**config.mk**
```make
export PLATFORM = sky130hd
export DESIGN_NAME = qlearn_engine
export DESIGN_NICKNAME = d
export VERILOG_FILES = /design/src/rtl/qle_pkg.sv /design/src/rtl/qle_bank.sv /design/src/rtl/qle_max_tree.sv /design/src/rtl/qle_updater.sv /design/src/rtl/qlearn_engine.sv
export SDC_FILE = /design/constraint.sdc
export NUM_CORES = 1
export LEC_CHECK = 0
export BUFFER_PORTS_ARGS = -buffer_cell sky130_fd_sc_hd__buf_2
export CAP_MARGIN = 5
export CORE_MARGIN = 3
export CORE_UTILIZATION = 30
export CTS_CLUSTER_DIAMETER = 30
export DETAILED_ROUTE_END_ITERATION = 10
export PLACE_DENSITY = 0.56
export REMOVE_ABC_BUFFERS = 1
export SYNTH_ARGS = -nofsm -noshare
export SYNTH_HDL_FRONTEND = slang
export SYNTH_SLANG_ARGS = --single-unit
```
**constraint.sdc**
```tcl
create_clock -name clk -period 17.95 [get_ports clk]
set_input_delay 0.8975 -clock clk [delete_from_list [all_inputs] [get_ports clk]]
set_output_delay 0.8975 -clock clk [all_outputs]
set_load 0.01 [all_outputs]
```
**src/rtl/qle_pkg.sv**
```systemverilog
package qle_pkg;
    localparam int QLE_STATES  = 8;
    localparam int QLE_ACTIONS = 4;
    localparam int QLE_QW      = 16;
    localparam int QLE_SHW     = 4;
    // guard bits used by the update arithmetic
    localparam int QLE_GUARD   = 3;
endpackage

```
**src/rtl/qle_bank.sv**
```systemverilog
module qle_bank #(
    parameter int DEPTH = 8,
    parameter int W     = 16,
    localparam int AW   = $clog2(DEPTH)
) (
    input  logic          clk,
    input  logic          rst_n,
    input  logic          we,
    input  logic [AW-1:0] waddr,
    input  logic [W-1:0]  wdata,
    input  logic [AW-1:0] raddr,
    output logic [W-1:0]  rdata
);
    logic [DEPTH-1:0][W-1:0] mem_d, mem_q;

    always_comb begin
        mem_d = mem_q;
        if (we) begin
            mem_d[waddr] = wdata;
        end
    end

    always_ff @(posedge clk or negedge rst_n) begin
        if (!rst_n) begin
            mem_q <= '0;
        end else begin
            mem_q <= mem_d;
        end
    end

    assign rdata = mem_q[raddr];
endmodule

```
**src/rtl/qle_max_tree.sv**
```systemverilog
module qle_max_tree #(
    parameter int NIN = 4,
    parameter int W   = 16,
    localparam int LVLS   = $clog2(NIN),
    localparam int LEAVES = 1 << LVLS,
    localparam int NODES  = 2 * LEAVES - 1
) (
    input  logic [NIN-1:0][W-1:0] din,
    output logic [W-1:0]          dmax
);
    logic [W-1:0] node [NODES];

    for (genvar i = 0; i < LEAVES; i++) begin : g_leaf
        if (i < NIN) begin : g_real
            assign node[LEAVES-1+i] = din[i];
        end else begin : g_pad
            // most negative value never wins
            assign node[LEAVES-1+i] = {1'b1, {(W-1){1'b0}}};
        end
    end

    for (genvar k = 0; k < LEAVES - 1; k++) begin : g_cmp
        assign node[k] = ($signed(node[2*k+1]) >= $signed(node[2*k+2]))
                         ? node[2*k+1] : node[2*k+2];
    end

    assign dmax = node[0];
endmodule

```
**src/rtl/qle_updater.sv**
```systemverilog
module qle_updater #(
    parameter int QW  = 16,
    parameter int SHW = 4,
    parameter int GB  = 3,
    localparam int EW = QW + GB
) (
    input  logic [QW-1:0]  q_old,
    input  logic [QW-1:0]  row_max,
    input  logic [QW-1:0]  reward,
    input  logic [SHW-1:0] alpha_sh,
    input  logic [SHW-1:0] gamma_sh,
    output logic [QW-1:0]  q_new
);
    localparam logic signed [EW-1:0] HI = {{(EW-QW+1){1'b0}}, {(QW-1){1'b1}}};
    localparam logic signed [EW-1:0] LO = {{(EW-QW+1){1'b1}}, {(QW-1){1'b0}}};

    logic signed [EW-1:0] ext_q, ext_m, ext_r;
    logic signed [EW-1:0] target, diff, sum;

    always_comb begin
        ext_q  = {{GB{q_old[QW-1]}},   q_old};
        ext_m  = {{GB{row_max[QW-1]}}, row_max};
        ext_r  = {{GB{reward[QW-1]}},  reward};
        // first shifter: discount applied to best next value
        target = ext_r + (ext_m >>> gamma_sh);
        diff   = target - ext_q;
        // second shifter: learning rate applied to the error
        sum    = ext_q + (diff >>> alpha_sh);
        if (sum > HI) begin
            q_new = HI[QW-1:0];
        end else if (sum < LO) begin
            q_new = LO[QW-1:0];
        end else begin
            q_new = sum[QW-1:0];
        end
    end
endmodule

```
**src/rtl/qlearn_engine.sv**
```systemverilog
module qlearn_engine
    import qle_pkg::*;
#(
    parameter int NUM_STATES  = QLE_STATES,
    parameter int NUM_ACTIONS = QLE_ACTIONS,
    parameter int QW          = QLE_QW,
    parameter int SHW         = QLE_SHW,
    localparam int SW         = $clog2(NUM_STATES),
    localparam int AW         = $clog2(NUM_ACTIONS)
) (
    input  logic                      clk,
    input  logic                      rst_n,
    input  logic                      in_valid,
    input  logic [SW-1:0]             next_state,
    input  logic [AW-1:0]             action,
    input  logic [QW-1:0]             reward,
    input  logic [SHW-1:0]            alpha_sh,
    input  logic [SHW-1:0]            gamma_sh,
    output logic [NUM_ACTIONS*QW-1:0] q_row,
    output logic [QW-1:0]             max_q,
    output logic                      upd_en,
    output logic [SW-1:0]             upd_state,
    output logic [AW-1:0]             upd_action,
    output logic [QW-1:0]             upd_value
);
    typedef logic [NUM_ACTIONS-1:0][QW-1:0] row_t;

    typedef struct packed {
        logic          primed;
        logic [SW-1:0] state;
        logic [AW-1:0] act;
        row_t          row;
    } pipe_t;

    pipe_t            st_d, st_q;
    row_t             rd_row;
    row_t             fwd_row;
    logic [NUM_ACTIONS-1:0] bank_we;
    logic [QW-1:0]    q_old;
    logic [QW-1:0]    q_new;

    for (genvar g = 0; g < NUM_ACTIONS; g++) begin : g_bank
        qle_bank #(.DEPTH(NUM_STATES), .W(QW)) u_bank (
            .clk   (clk),
            .rst_n (rst_n),
            .we    (bank_we[g]),
            .waddr (st_q.state),
            .wdata (q_new),
            .raddr (next_state),
            .rdata (rd_row[g])
        );
    end

    qle_max_tree #(.NIN(NUM_ACTIONS), .W(QW)) u_max (
        .din  (rd_row),
        .dmax (max_q)
    );

    qle_updater #(.QW(QW), .SHW(SHW), .GB(QLE_GUARD)) u_upd (
        .q_old    (q_old),
        .row_max  (max_q),
        .reward   (reward),
        .alpha_sh (alpha_sh),
        .gamma_sh (gamma_sh),
        .q_new    (q_new)
    );

    always_comb begin
        st_d   = st_q;
        upd_en = in_valid && st_q.primed;
        q_old  = st_q.row[st_q.act];
        for (int a = 0; a < NUM_ACTIONS; a++) begin
            bank_we[a] = upd_en && (st_q.act == AW'(a));
            fwd_row[a] = (bank_we[a] && (st_q.state == next_state))
                         ? q_new : rd_row[a];
        end
        if (in_valid) begin
            st_d.primed = 1'b1;
            st_d.state  = next_state;
            st_d.act    = action;
            st_d.row    = fwd_row;
        end
    end

    always_ff @(posedge clk or negedge rst_n) begin
        if (!rst_n) begin
            st_q <= '0;
        end else begin
            st_q <= st_d;
        end
    end

    assign q_row      = fwd_row;
    assign upd_state  = st_q.state;
    assign upd_action = st_q.act;
    assign upd_value  = q_new;
endmodule

```
# --- Yosys cells after proc, flatten, opt, wreduce, memory -nomap -nowiden ---
# Cells that the tools add are included.
totals:
  latchBits: 0
  n_memories: 0
  romBits: 0
  regBits: 582
  word_cells: 93
  inputBits: 32
  ram_bits: 0
  out_inout_bits: 102
classes:
  muxes: 25
  reduce_logical: 11
  n_eq_ne: 4
  n_div: 0
  n_shift: 2
  bitwise: 0
  add_sub_neg: 3
  n_mul: 0
  order_cmp: 9
op_table:
  columns: ["operator", "count"]
  rows:
  - ["bitwise mux 128 bit", 4]
  - ["2-to-1 mux 16 bit", 15]
  - ["binary-select mux 16 bit (select 3 bit)", 4]
  - ["demux 16 bit (select 3 bit)", 1]
  - ["greater-or-equal comparator 16 bit", 3]
  - ["adder 16 x 19 -> 19 bit", 2]
  - ["binary-select mux 16 bit (select 2 bit)", 1]
  - ["> comparator 19 x 16 -> 1 bit (second input constant)", 1]
  - ["< comparator 19 x 16 -> 1 bit (second input constant)", 1]
  - [">>> shifter 16 x 4 -> 19 bit", 1]
  - [">>> shifter 19 x 4 -> 19 bit", 1]
  - ["subtractor 19 x 16 -> 19 bit", 1]
  - ["logical AND 1 bit", 10]
  - ["< comparator 3 x 4 -> 1 bit (second input constant)", 2]
  - ["equality test 2 bit (second input constant)", 2]
  - ["equality test 3 bit", 1]
  - ["greater-or-equal comparator 3 x 1 -> 1 bit (second input constant)", 1]
  - ["< comparator 2 x 3 -> 1 bit (second input constant)", 1]
  - ["equality test 2 x 1 -> 1 bit (second input constant)", 1]
  - ["logical NOT 2 bit", 1]

# --- Depth between registers and ports, before layout ---
# Gate-level depths: netlist (run 1).
depth:
  ltp_word: 15
  mapped_depth: 61
  ltp_nobuf: 50

# --- Cells and area by module ---
# From an unflattened synthesis (run 1), not the netlist that was laid out.
unflattened:
  cells_unflattened: 2724
  hier_area_um2: 34363.0
by_module_without_submodules:
  columns: ["module", "seq_area_each_um2", "area_per_inst_um2", "cells_each", "instances"]
  rows:
  - ["qle_bank", 3203.1, 5929.4, 336, 4]
  - ["qle_updater", 0.0, 4187.8, 589, 1]
  - ["qlearn_engine", 1751.7, 3933.8, 428, 1]
  - ["qle_max_tree", 0.0, 2523.7, 363, 1]

# --- Least setup slack after synthesis (run 1) ---
# OpenSTA, ideal clock, no wires.
synth_timing:
  path_kind: "input port to output port"
  from: "input next_state[0]"
  to: "output q_row[37]"
  n_path_buf: 11
  cell_stages: 56
  setup_slack_ns: 3.480
  t_arrival_ns: 13.572
  required_ns: 17.052
  cell_sequence: "buf_2 > buf_4 > buf_2 > buf_2 > buf_2 > mux4_2 > nand2_1 > and2_1 > inv_1 > ha_1 > nor2b_1 > o211ai_1 > a21oi_2 > nor4_2 > mux2i_4 > buf_8 > mux2i_1 > ha_1 > [20 not listed] > nand2_1 > o21ai_0 > o21ai_0 > mux4_2 > ha_1 > a21o_1 > a21oi_1 > a21oi_1 > o31a_1 > o21a_1 > xnor2_2 > nor3_1 > clkbuf_1 > o32ai_1 > nand2_1 > clkbuf_1 > clkbuf_1 > o21ai_0"
synth_via:
  elab_chain_len: 15
  elab_cells_between_ends: 26
  classes_between: "add/sub (3); order compare (5); eq/ne (1); shift (2); mux (14); reduce/logical (1)"
synth_lines:
  columns: ["item", "line", "text"]
  rows:
  - ["start, declared", "qlearn_engine.sv:14", "input logic [SW-1:0] next_state,"]
  - ["binary-select mux 16 bit (select 3 bit)", "qle_bank.sv:31", "assign rdata = mem_q[raddr];"]
  - ["2-to-1 mux 16 bit (implied by the code)", "qle_bank.sv:31", null]
  - ["greater-or-equal comparator 16 bit", "qle_max_tree.sv:23", "assign node[k] = ($signed(node[2*k+1]) >= $signed(node[2*k+2]))"]
  - ["2-to-1 mux 16 bit", "qle_max_tree.sv:24", "? node[2*k+1] : node[2*k+2];"]
  - ["greater-or-equal comparator 16 bit", "qle_max_tree.sv:23", null]
  - ["2-to-1 mux 16 bit", "qle_max_tree.sv:24", null]
  - [">>> shifter 16 x 4 -> 19 bit", "qle_updater.sv:25", "target = ext_r + (ext_m >>> gamma_sh);"]
  - ["adder 16 x 19 -> 19 bit", "qle_updater.sv:25", null]
  - ["subtractor 19 x 16 -> 19 bit", "qle_updater.sv:26", "diff = target - ext_q;"]
  - [">>> shifter 19 x 4 -> 19 bit", "qle_updater.sv:28", "sum = ext_q + (diff >>> alpha_sh);"]
  - ["adder 16 x 19 -> 19 bit", "qle_updater.sv:28", null]
  - ["< comparator 19 x 16 -> 1 bit", "qle_updater.sv:31", "end else if (sum < LO) begin"]
  - ["2-to-1 mux 16 bit", "qle_updater.sv:31", null]
  - ["2-to-1 mux 16 bit", "qle_updater.sv:29", "if (sum > HI) begin"]
  - ["2-to-1 mux 16 bit (*)", "qlearn_engine.sv:75", "? q_new : rd_row[a];"]
  - ["end, declared", "qlearn_engine.sv:19", "output logic [NUM_ACTIONS*QW-1:0] q_row,"]
# Mark *: on every way between the ends. The rest lies on a longest branch, timed or not. The select of a mux whose other input is x is not followed.

# --- Final worst setup path (run 1) ---
layout_timing:
  from: "input next_state[0]"
  to: "output q_row[5]"
# The elaborated chain is that of the path after synthesis.

==> flow_metrics.env, run 1 <==
export IMPL_fmax_mhz=59.7
export IMPL_grt_usage_pct=19.7
export IMPL_io_pins=134
export IMPL_critical_path_max_stage_delay_ps=770
export IMPL_syn_area_per_cell_um2=9.57
export IMPL_r2r_start="g_bank[2].u_bank.mem_q[15]"
export IMPL_gp_congestion=0.924
export IMPL_overflow=0
export IMPL_required_ps=17050
export IMPL_min_period_over_period_pct=93.3
export IMPL_insertion_delay_ps=720
export IMPL_synth_edff_count=0
export IMPL_async_reset_ff_share_pct=100
export IMPL_first_pass_iters=5
export IMPL_relSlewSlack_pct=10.1
export IMPL_setup_violations_final=0
export IMPL_core_area_mm2=0.104
export IMPL_synth_main_ff_cell="dfrtp_1"
export IMPL_synth_cell_types=79
export IMPL_port_buffers=133
export IMPL_cts_tree="built"
export IMPL_cts_buffers=132
export IMPL_critPathSlowestCell="o21ai_0"
export IMPL_cts_htree_levels=4
export IMPL_start_util_pct=30.5
export IMPL_grt_max_degree=173
export IMPL_fin_setup_tns_ps=0
export IMPL_drc=0
export IMPL_wire_per_inst_um=22.3
export IMPL_clock_sinks=582
export IMPL_setup_worst_path_start_class="input port"
export IMPL_synth_top_area_share_pct=45.7
export IMPL_final_hold_violation_count=0
export IMPL_fp_dieH_um=332
export IMPL_netlist_area_mm2=0.0319
export IMPL_ant_nets=0
export IMPL_tightest_slew_ps=1330
export IMPL_critPathKind="input port to output pin"
export IMPL_final_nets=3556
export IMPL_syn_to_final_growth_pct=21.8
export IMPL_ys_seq_elements=582
export IMPL_route_vias_total=25762
export IMPL_layout_drive_gt1_share_pct=19.0
export IMPL_clock_path_buffers=3
export IMPL_synthTopCellsByArea="dfrtp_1, mux4_2, o21ai_0"
export IMPL_grt_pass1_vias=25276
export IMPL_cp_arrival_ps=15860
export IMPL_finalClockSkew_ps=29.9
export IMPL_die_width_um=332
export IMPL_reg2reg_to="st_q[47]"
export IMPL_reg2reg_depth=45
export IMPL_yosys_warnings=0
export IMPL_rsz0062_at_grt="false"
export IMPL_dr_first_iter_drc_count=2167
export IMPL_worstPathMaxFanout=43
export IMPL_die_area_mm2=0.110
export IMPL_grt_first_pass_wirelength_um=166000
export IMPL_synth_top_area_cell="dfrtp_1"
export IMPL_yosysSeqAreaShare_pct=45.7
export IMPL_syn_inst=3329
export IMPL_ctsResizeCount=0
export IMPL_drv_slew=0
export IMPL_maxCapViolations=0
export IMPL_vias_per_cell=5.25
export IMPL_status="finished, final reports clean"
export IMPL_wirelength_um=110000
export IMPL_endpoint_kind="output pin"
export IMPL_dp_hpwl_um=75300
export IMPL_cts_root_buf="clkbuf_16"
export IMPL_post_cts_buffers=0
export IMPL_antenna_found_initial=6
export IMPL_fill_cells=10398
export IMPL_path_clk_slew_ps=40
export IMPL_hp_class="input port to async pin"
export IMPL_min_period_ps=16750
export IMPL_rrSetupSlack_ps=3770
export IMPL_cts_hold_fix_buffers=0
export IMPL_rows=118
==> flip-flops by register name, indices dropped and copies added (netlist names) <==
signal and flops:
upd_action 2, g_bank.u_bank.mem_q 512, st_q 65, upd_state 3
==> how the worst max path moves through the flow <==
stage                  startpoint         to  slack [ps]
finish              next_state[0]   q_row[5]        1200
global placement    next_state[0]   q_row[5]        1530
floorplan           next_state[2]   q_row[2]        3350
detailed placement  next_state[0]   q_row[5]        1510
CTS                 next_state[0]   q_row[5]        1460
global route        next_state[0]  q_row[52]         150
==> cells in the final DEF, fill, tap and decap left out, drive strengths merged, types with 7 or more instances in the layout <==
cell type  instances
a211o              7
a211oi            12
a21o              21
a21oi             86
a22oi             31
a2bb2oi           16
a31oi             11
and2               9
buf              237
bufinv            16
clkbuf           175
clkinv            43
dfrtp            582
fa                17
ha                84
inv              141
mux2              33
mux2i            133
mux4             140
nand2            711
nand2b            10
nand3             31
nand4             10
nor2             126
nor2b             15
nor3              21
nor3b              8
o211ai            13
o21a              12
o21ai            659
o31ai             16
or3                7
xnor2             14
xor2              10
==> cell usage after synthesis (9+ instances only) <==
cell type	n
a211oi_1	12
a21o_1	21
a21oi_1	84
a22oi_1	31
a2bb2oi_1	16
a31oi_1	10
and2_1	9
buf_1	20
buf_2	42
clkbuf_1	208
dfrtp_1	582
fa_1	17
ha_1	84
inv_1	133
mux2_2	32
mux2i_1	130
mux4_2	140
nand2_1	711
nand2b_1	10
nand3_1	31
nand4_1	10
nor2_1	125
nor2b_1	15
nor3_1	21
o211ai_1	13
o21a_1	12
o21ai_0	616
o21ai_1	43
o31ai_1	16
xnor2_1	13
xor2_1	10
==> kinds of logic after synthesis <==
logic type,after synthesis,share of synthesized area (%)
xor gates and xnor gates,24,0.683
and+or+nand+nor,971,12.4
adders and majority gates,101,4.37
buffers and inverters,417,5.20
AOI/OAI and AO/OA,928,16.3
muxes,306,15.3
DFF,582,45.7
==> metrics by stage <==
| stage | instance area, µm² | util, % | cells | hold slack, ps | setup WS, ps |
|---|---|---|---|---|---|
| floorplan | 30700 | - | 3051 | 439 | 3350 |
| global placement | 34000 | 32.6 | 4669 | 451 | 1530 |
| detailed placement | 34000 | 32.6 | 4669 | 459 | 1510 |
| CTS | 38800 | 37.2 | 4910 | 240 | 1460 |
| global route | 38800 | 37.2 | 4910 | 282 | 145 |
| finish | 38800 | 37.2 | 4911 | 233 | 1200 |
==> cell type report <==
| type | instances | area (µm²) | area share, % |
|---|---|---|---|
| Multi-Input combinational cell | 2330 | 15700 | 40.4 |
| Sequential cell | 582 | 14600 | 37.5 |
| Clock buffer | 174 | 3720 | 9.60 |
| Tap cell | 1380 | 1730 | 4.45 |
| Timing Repair Buffer | 238 | 1540 | 3.97 |
| Clock inverter | 67 | 1030 | 2.65 |
| Inverter | 139 | 522 | 1.34 |
| Antenna cell | 1 | 2.50 | 0.00645 |
==> worst max-delay path: cells and delay by family <==
family                     cells  cell delay, ps
AOI/OAI and AO/OA             18            4990
xor gates and xnor gates       2             640
adders and majority gates      5            1740
buffers and inverters          8            2240
muxes                          4            2470
and+or+nand+nor               14            2700
==> layer usage <==
layer  GRT usage, %  wire (µm)  share of wire (%)  vias to the layer above
li1               -          -                  -                    11869
met1           28.4      50800                 46                    12815
met2           28.6      47200                 43                      910
met3           5.01       8440                7.7                      168
met4           6.56       3160                2.9                        0
met5              0          0                  0                        -
Power of run 1 is not shown: default switching activity piles up to over one toggle a cycle in this logic, so the estimate is an artifact.
==> run 2, diff against run 1 <==
--- a/config.mk
+++ b/config.mk
@@ -11,7 +11,6 @@
 export CORE_UTILIZATION = 30
 export CTS_CLUSTER_DIAMETER = 30
 export DETAILED_ROUTE_END_ITERATION = 10
-export PLACE_DENSITY = 0.56
 export REMOVE_ABC_BUFFERS = 1
 export SYNTH_ARGS = -nofsm -noshare
 export SYNTH_HDL_FRONTEND = slang
==> flow_metrics.env, run 2 (synthesized netlist as in run 1, its figures left out) <==
export IMPL_layout_drive_gt1_share_pct=18.6
export IMPL_maxCapViolations=0
export IMPL_clock_sinks=582
export IMPL_grt_pass1_vias=25548
export IMPL_finalClockSkew_ps=35.0
export IMPL_min_period_ps=17100
export IMPL_setup_worst_path_start_class="input port"
export IMPL_rows=118
export IMPL_die_area_mm2=0.110
export IMPL_endpoint_kind="output pin"
export IMPL_layout_commonest_cell="nand2_1"
export IMPL_critical_path_max_stage_delay_ps=970
export IMPL_rrSetupSlack_ps=3010
export IMPL_fp_dieH_um=332
export IMPL_final_cell_mix="nand2_1, o21ai_0, dfrtp_1"
export IMPL_clock_path_buffers=3
export IMPL_vias_per_cell=5.31
export IMPL_dp_hpwl_um=75500
export IMPL_min_period_over_period_pct=95.3
export IMPL_insertion_delay_ps=730
export IMPL_largest_register_ffs=512
export IMPL_syn_to_final_growth_pct=21.6
export IMPL_antenna_found_initial=5
export IMPL_core_area_mm2=0.104
export IMPL_cts_htree_levels=4
export IMPL_critPathCapture="q_row[1]"
export IMPL_reg2reg_to="g_bank[3].u_bank.mem_q[93]"
export IMPL_status="finished, final reports clean"
export IMPL_r2r_start="g_bank[1].u_bank.mem_q[69]"
export IMPL_die_width_um=332
export IMPL_dp_cells=4666
export IMPL_final_hold_violation_count=0
export IMPL_wirelength_um=111000
export IMPL_fmax_mhz=58.5
export IMPL_ant_nets=0
export IMPL_tightest_slew_ps=1240
export IMPL_required_ps=17050
export IMPL_multiInputGateArea_mm2=0.0157
export IMPL_hp_class="input port to async pin"
export IMPL_overflow=0
export IMPL_route_vias_total=26079
export IMPL_io_pins=134
export IMPL_first_pass_iters=6
export IMPL_drv_slew=0
export IMPL_drc=0
export IMPL_wire_per_inst_um=22.6
export IMPL_start_util_pct=30.5
export IMPL_cts_tree="built"
export IMPL_critPathKind="input port to output pin"
export IMPL_grt_first_pass_wirelength_um=167000
export IMPL_critPathSlowestCell="o21ai_0"
export IMPL_cp_startpoint="next_state[1]"
export IMPL_regArea_mm2=0.0146
export IMPL_cts_root_buf="clkbuf_16"
export IMPL_regMostFlops="g_bank.u_bank.mem_q"
export IMPL_reg2reg_depth=44
export IMPL_setup_violations_final=0
export IMPL_gp_congestion=0.928
export IMPL_path_clk_slew_ps=40
export IMPL_final_nets=3558
export IMPL_dr_first_iter_drc_count=2438
export IMPL_cts_buffers=136
export IMPL_crit_top_cell="o21ai_0"
export IMPL_worstPathMaxFanout=50
export IMPL_grt_usage_pct=19.9
export IMPL_port_buffers=133
export IMPL_fill_cells=10302
export IMPL_relSlewSlack_pct=16.2
export IMPL_cp_arrival_ps=16200
export IMPL_final_cells=4915
export IMPL_grt_max_degree=185
run 2: through the flow:
stage                     TNS, ps  cell area (µm²)  utilization (%)  hold slack (ps)  setup WS, ps
after floorplan                 0            30700                -              439          3350
after global placement          0            34000             32.6              456          1110
after detailed placement        0            34000             32.6              459           906
after CTS                       0            38700             37.1              270           824
after global routing         -109            38700             37.1              313          -109
final                           0            38700             37.1              266           850
run 2: per-layer routing:
layer  global-route usage [%]  share of wire, %
met1                     27.7                44
met3                     6.06               9.5
met2                     29.7                44
met4                     6.17               2.5
met5                        0             0.019
run 2: what timing repair did:
action,in CTS,in global routing
setup endpoints to repair,0,2
buffers inserted,0,0
gates resized for setup,0,2
hold buffers,0,0
run 2: worst min path at each step:
stage	depth (start not counted)	to	start	slack, ps
floorplan	1	st_q[69]	st_q[69]	440
global placement	2	g_bank[0].u_bank.mem_q[26]	g_bank[0].u_bank.mem_q[26]	460
detailed placement	1	st_q[69]	st_q[69]	460
CTS	1	g_bank[1].u_bank.mem_q[104]	rst_n	270
global route	1	g_bank[1].u_bank.mem_q[88]	rst_n	310
finish	1	g_bank[1].u_bank.mem_q[88]	rst_n	270
run 2: cell type report:
type | count | share of cell area, %
Antenna cell | 1 | 0.00646
Tap cell | 1380 | 4.46
Clock inverter | 63 | 2.45
Clock buffer | 184 | 9.74
Multi-Input combinational cell | 2330 | 40.5
Sequential cell | 582 | 37.6
Timing Repair Buffer | 236 | 3.91
Inverter | 139 | 1.35
run 2: worst max-delay path, delay by kind of cell:
family	cells	cell delay (ps)
adder cells (fa/ha/maj)	5	1940
buffers and inverters	6	1600
AO/OA/AOI/OAI	21	6200
multiplexers	7	3750
AND/OR/NAND/NOR	7	1710
Power of run 2 is left out for the same reason.
